## config.mk

```make
export PLATFORM = sky130hd
export DESIGN_NAME = bus_parity_unit
export DESIGN_NICKNAME = d
export VERILOG_FILES = /design/src/rtl/bpar_pkg.sv /design/src/rtl/bpar_xor_tree.sv /design/src/rtl/bpar_role_decode.sv /design/src/rtl/bpar_pipe.sv /design/src/rtl/bpar_sticky.sv /design/src/rtl/bus_parity_unit.sv
export SDC_FILE = /design/constraint.sdc
export NUM_CORES = 1
export LEC_CHECK = 0
export BUFFER_PORTS_ARGS = -buffer_cell sky130_fd_sc_hd__buf_4
export CAP_MARGIN = 0
export CORE_MARGIN = 2
export CORE_UTILIZATION = 35
export DETAILED_ROUTE_END_ITERATION = 6
export GPL_TIMING_DRIVEN = 0
export PLACE_DENSITY = 0.75
export REMOVE_ABC_BUFFERS = 1
export SLEW_MARGIN = 20
export SYNTH_ARGS = -nofsm -noshare
export SYNTH_HDL_FRONTEND = slang
export SYNTH_HIERARCHICAL = 1
export SYNTH_SLANG_ARGS = --single-unit
```

## constraint.sdc

```tcl
create_clock -name clk -period 0.9 [get_ports clk]
set_input_delay 0.27 -clock clk [delete_from_list [all_inputs] [get_ports clk]]
set_output_delay 0.27 -clock clk [all_outputs]
set_load 0.01 [all_outputs]
```

## src/rtl/bpar_pkg.sv

```systemverilog
package bpar_pkg;

    // Pipeline state carried from the phase clock to the compare clock and beyond
    typedef struct packed {
        logic s1_gen;    // device drives parity in the next clock
        logic s1_chk;    // parity must be compared in the next clock
        logic s1_chkd;   // the compare belongs to a data phase
        logic s1_rpt;    // reporting enable captured in the phase clock
        logic s1_mw;     // completed master write data phase
        logic s1_par;    // computed parity of the phase
        logic perr;      // error line is being pulled
        logic mw2;       // window for watching the target's error line
    } pipe_t;

    typedef struct packed {
        logic det;
        logic tgt;
    } sticky_t;

endpackage

```

## src/rtl/bpar_xor_tree.sv

```systemverilog
module bpar_xor_tree #(
    parameter int W   = 36,
    parameter int GRP = 4
) (
    input  logic [W-1:0] vec_i,
    output logic         par_o
);
    localparam int NG = (W + GRP - 1) / GRP;
    localparam int PW = NG * GRP;

    logic [PW-1:0] pad;
    logic [NG-1:0] grp;

    assign pad = PW'(vec_i);

    for (genvar g = 0; g < NG; g++) begin : g_grp
        assign grp[g] = ^pad[g*GRP +: GRP];
    end

    assign par_o = ^grp;
endmodule

```

## src/rtl/bpar_role_decode.sv

```systemverilog
module bpar_role_decode (
    input  logic addr_phase_i,
    input  logic is_master_i,
    input  logic is_write_i,
    input  logic irdy_i,
    input  logic trdy_i,
    output logic gen_o,
    output logic chk_o,
    output logic chk_data_o,
    output logic mw_o
);
    logic data_done;
    logic drv_dir;

    always_comb begin
        data_done  = !addr_phase_i && irdy_i && trdy_i;
        // master write and target read share "master equals write"
        drv_dir    = (is_master_i == is_write_i);
        gen_o      = (addr_phase_i && is_master_i) || (data_done && drv_dir);
        chk_data_o = data_done && !drv_dir;
        chk_o      = (addr_phase_i && !is_master_i) || chk_data_o;
        mw_o       = data_done && is_master_i && is_write_i;
    end
endmodule

```

## src/rtl/bpar_pipe.sv

```systemverilog
module bpar_pipe
    import bpar_pkg::*;
(
    input  logic clk,
    input  logic rst_n,
    input  logic gen_i,
    input  logic chk_i,
    input  logic chk_data_i,
    input  logic mw_i,
    input  logic rpt_en_i,
    input  logic par_calc_i,
    input  logic par_i,
    input  logic perr_n_i,
    output logic par_o,
    output logic par_oe_o,
    output logic perr_n_o,
    output logic perr_oe_o,
    output logic mismatch_o,
    output logic tgt_seen_o
);
    pipe_t st_d, st_q;
    logic  miss;

    always_comb begin
        miss          = st_q.s1_chk && (par_i != st_q.s1_par);
        st_d          = st_q;
        st_d.s1_gen   = gen_i;
        st_d.s1_chk   = chk_i;
        st_d.s1_chkd  = chk_data_i;
        st_d.s1_rpt   = rpt_en_i;
        st_d.s1_mw    = mw_i;
        st_d.s1_par   = par_calc_i;
        st_d.perr     = miss && st_q.s1_chkd && st_q.s1_rpt;
        st_d.mw2      = st_q.s1_mw;
    end

    always_ff @(posedge clk or negedge rst_n) begin
        if (!rst_n) st_q <= '0;
        else        st_q <= st_d;
    end

    assign par_o      = st_q.s1_par;
    assign par_oe_o   = st_q.s1_gen;
    assign perr_n_o   = !st_q.perr;
    assign perr_oe_o  = st_q.perr;
    assign mismatch_o = miss;
    assign tgt_seen_o = st_q.mw2 && !perr_n_i;
endmodule

```

## src/rtl/bpar_sticky.sv

```systemverilog
module bpar_sticky
    import bpar_pkg::*;
(
    input  logic       clk,
    input  logic       rst_n,
    input  logic       set_det_i,
    input  logic       set_tgt_i,
    input  logic [1:0] clr_i,
    output logic       det_o,
    output logic       tgt_o
);
    sticky_t sk_d, sk_q;

    always_comb begin
        sk_d.det = set_det_i || (sk_q.det && !clr_i[0]);
        sk_d.tgt = set_tgt_i || (sk_q.tgt && !clr_i[1]);
    end

    always_ff @(posedge clk or negedge rst_n) begin
        if (!rst_n) sk_q <= '0;
        else        sk_q <= sk_d;
    end

    assign det_o = sk_q.det;
    assign tgt_o = sk_q.tgt;
endmodule

```

## src/rtl/bus_parity_unit.sv

```systemverilog
module bus_parity_unit #(
    parameter int DATA_W = 32,
    parameter int CBE_W  = 4
) (
    input  logic              clk,
    input  logic              rst_n,
    input  logic [DATA_W-1:0] ad_i,
    input  logic [CBE_W-1:0]  cbe_i,
    input  logic              addr_phase_i,
    input  logic              is_master_i,
    input  logic              is_write_i,
    input  logic              irdy_i,
    input  logic              trdy_i,
    input  logic              rpt_en_i,
    input  logic              par_i,
    input  logic              perr_n_i,
    input  logic [1:0]        clr_i,
    output logic              par_o,
    output logic              par_oe_o,
    output logic              perr_n_o,
    output logic              perr_oe_o,
    output logic              par_err_det_o,
    output logic              tgt_perr_o
);
    localparam int TOT_W = DATA_W + CBE_W;

    logic gen, chk, chk_data, mw, par_calc, mismatch, tgt_seen;

    bpar_xor_tree #(.W(TOT_W), .GRP(4)) u_tree (
        .vec_i ({cbe_i, ad_i}),
        .par_o (par_calc)
    );

    bpar_role_decode u_dec (
        .addr_phase_i (addr_phase_i),
        .is_master_i  (is_master_i),
        .is_write_i   (is_write_i),
        .irdy_i       (irdy_i),
        .trdy_i       (trdy_i),
        .gen_o        (gen),
        .chk_o        (chk),
        .chk_data_o   (chk_data),
        .mw_o         (mw)
    );

    bpar_pipe u_pipe (
        .clk        (clk),
        .rst_n      (rst_n),
        .gen_i      (gen),
        .chk_i      (chk),
        .chk_data_i (chk_data),
        .mw_i       (mw),
        .rpt_en_i   (rpt_en_i),
        .par_calc_i (par_calc),
        .par_i      (par_i),
        .perr_n_i   (perr_n_i),
        .par_o      (par_o),
        .par_oe_o   (par_oe_o),
        .perr_n_o   (perr_n_o),
        .perr_oe_o  (perr_oe_o),
        .mismatch_o (mismatch),
        .tgt_seen_o (tgt_seen)
    );

    bpar_sticky u_sticky (
        .clk       (clk),
        .rst_n     (rst_n),
        .set_det_i (mismatch),
        .set_tgt_i (tgt_seen),
        .clr_i     (clr_i),
        .det_o     (par_err_det_o),
        .tgt_o     (tgt_perr_o)
    );
endmodule

```

==> impl_metrics.yaml <==
place:
  place_congestion: 0.657
  numPlacedInstances: 145
  preCtsSetupSlack_ps: -681
  io_buffers: 53
  hpwl_mm: 1.27
  placed_area_um2: 1130
pwr:
  intPower_w: 0.00138
  p_sw_share_pct: 26.5
  ir_drop_uv: 878
  seqPwrFrac_pct: 29.3
  pwr-share-clk_pct: 20.5
  combPwrFrac_pct: 50.1
  p_sw_w: 0.000499
  p_leak_nw: 0.660
  powerDensity_nw_per_um2: 1380
logic_synthesis:
  synth_top_family_by_area: "XOR/XNOR gates"
  syn_area_um2: 701
  synth.distinct_cells: 16
  ys_seq_area_share_pct: 35.7
  yosysTopAreaCell: "xnor2_1"
  synth_top_area_share_pct: 37.5
  synthMuxAreaShare_pct: 0
  synthAdderAreaFrac_pct: 0
  synthXorXnorAreaFrac_pct: 47.0
  yosys.area_share.simple_pct: 10.5
  synth_area_per_cell_um2: 10.8
  synth_cells: 65
  yosysWarnings: 6
  synth_compound_gate_area_share_pct: 4.64
  yosys-top-cells-area: "xnor2_1, dfrtp_1, xor2_1"
  ys_ff_latch: 10
detailed_routing:
  routed_wl_mm: 1.70
  vias_per_cell: 4.29
  ant_nets: 0
  top_layer: "met3"
  wl_met1_um: 551
  wl_per_cell_um: 11.2
  first_iter_violations: 4
  wl_met2_mm: 1.03
  dr.pass1.iters: 4
  drc: 0
  met3_length_um: 112
  vias: 652
layout:
  final_common_cell: "buf_4"
  fillCellCount: 146
  drive_above_1_share_pct: 56.8
  design_area_um2: 1360
  utilization_pct: 71.0
  syn_to_final_growth_pct: 94.6
  n_antenna_cell: 0
  finalNetCount: 174
  mostFrequentLayoutCells: "buf_4, xnor2_1, buf_6"
  fin_cells: 152
job:
  drv_cap: 0
die:
  die_h_um: 48.7
  core-area_um2: 1920
  dieArea_um2: 2380
  start_util_pct: 36.5
  row_count: 16
  die_w_um: 48.7
  io_pins: 54
hold_path:
  hp-start: "rpt_en_i"
  min_path_cells: 1
  min_to: "u_pipe/st_q[4]"
  worstHoldPathType: "in2reg"
sta:
  clock.fmax_mhz: 794
  fin_crit_sh_pct: 140
  rsz0062_at_grt: "true"
  period_minus_slack_ps: 1260
  final_hold_viol_count: 0
  setup_viol: 8
  clock_skew_ps: 2.05
  fin_hold_ws_ps: 125
  finalMaxSlewViolations: 0
  setup_slack_ps: -359
  worst_slew_pin_slew_ps: 179
  slew_headroom_pct: 88.0
grt:
  antenna_found_initial: 0
  grt_overflow_total: 0
  grt_pass1_vias: 643
  grt_max_degree: 11
  grt_usage_pct: 14.3
  grt_pass1_wl_mm: 2.67
critical_path:
  r2r-start: "u_pipe/par_o"
  regToRegSetupSlack_ps: -70
  endpoint_kind: "register"
  reg2reg_depth: 3
  required_ps: 1050
  worstPathArrival_ps: 1400
  crit_path_max_fanout: 1
  worstReg2RegEnd: "u_sticky/det_o"
  critPathKind: "in2reg"
  worst_setup_path_start_kind: "input pin"
cts:
  h-tree-depth: 1
  insertion_delay_ps: 250
  clk_path_buf_depth: 2
  cts.clk_slew.worst_paths_ps: 60
  cts_root_buf: "clkbuf_4"
  cts.sinks: 10
  tritoncts: "yes"
  cts_made_buffers: 3
run_status:
  violations: "setup timing"
  status: "finished with violations"
what timing repair did:
item	in CTS	in global routing
setup endpoints to repair	8	8
gates resized for setup	14	18
pin swaps	8	9
buffers inserted	1	1
hold endpoints to repair	10	0
hold buffers	1	0
worst max-delay path by stage:
stage,from,end,slack (ps)
after global placement,cbe_i[2],u_pipe/par_o,-650
after detailed placement,ad_i[28],u_pipe/par_o,-680
after CTS,ad_i[19],u_pipe/par_o,-360
after floorplan,ad_i[28],u_pipe/par_o,-480
final,ad_i[3],u_pipe/par_o,-360
after global routing,ad_i[2],u_pipe/par_o,-430
cell type report:
| type | instances | area (um^2) | area share, % |
|---|---|---|---|
| clock buffer | 4 | 36.3 | 2.66 |
| inverter | 4 | 15.0 | 1.10 |
| multi-input combinational | 51 | 538 | 39.4 |
| sequential | 10 | 250 | 18.3 |
| tap | 27 | 33.8 | 2.48 |
| timing repair buffer | 56 | 490 | 36.0 |
worst max-delay path, stage by stage:
cell	delay, ps
buf_6	100
xnor2_2	190
xnor2_2	140
xnor2_1	150
xnor3_1	430
xnor2_1	130
synthesized netlist by cell type:
cell / instances
or2b_1: 1
and4_1: 1
and2_2: 1
xnor3_1: 1
nor3_1: 1
nand2b_1: 1
a21o_1: 2
xnor2_1: 30
inv_1: 4
nor3_2: 1
xor2_1: 5
nor2b_1: 1
dfrtp_1: 10
o221ai_1: 2
nand2_1: 3
nand4bb_1: 1
sequential cells by signal, indices dropped and copies added, names as in the netlist:
| signal | count |
|---|---|
| u_pipe/par_o | 1 |
| u_pipe/par_oe_o | 1 |
| u_pipe/perr_oe_o | 1 |
| u_pipe/st_d | 1 |
| u_pipe/st_q | 4 |
| u_sticky/det_o | 1 |
| u_sticky/tgt_o | 1 |
cell families after synthesis:
family / Yosys count
and+or+nand+nor: 11
AOI/OAI and AO/OA: 4
buffers and inverters: 4
DFF: 10
xor gates and xnor gates: 36
power groups by stage:
stage	Sequential (W)	Combinational, W	Clock [W]
6_report	0.000552	0.000943	0.000386
5_1_grt	0.000558	0.00102	0.000418
4_1_cts	0.000546	0.000881	0.000395
3_5_place_dp	0.000548	0.000801	0
3_3_place_gp	0.000544	0.000787	0
2_1_floorplan	0.000564	0.000485	0
layer usage:
| metal | up-vias | global-route usage (%) |
|---|---|---|
| li1 | 325 | - |
| met1 | 297 | 16.1 |
| met2 | 30 | 26.5 |
| met3 | 0 | 4.01 |
| met4 | 0 | 2.86 |
| met5 | - | 0 |
through the flow:
stage	total power [W]	TNS, ps
after floorplan	0.00105	-583
after global placement	0.00133	-733
after detailed placement	0.00135	-796
after CTS	0.00182	-1320
after global routing	0.00200	-1670
final	0.00188	-1320
(Power assumes the default switching activity.)
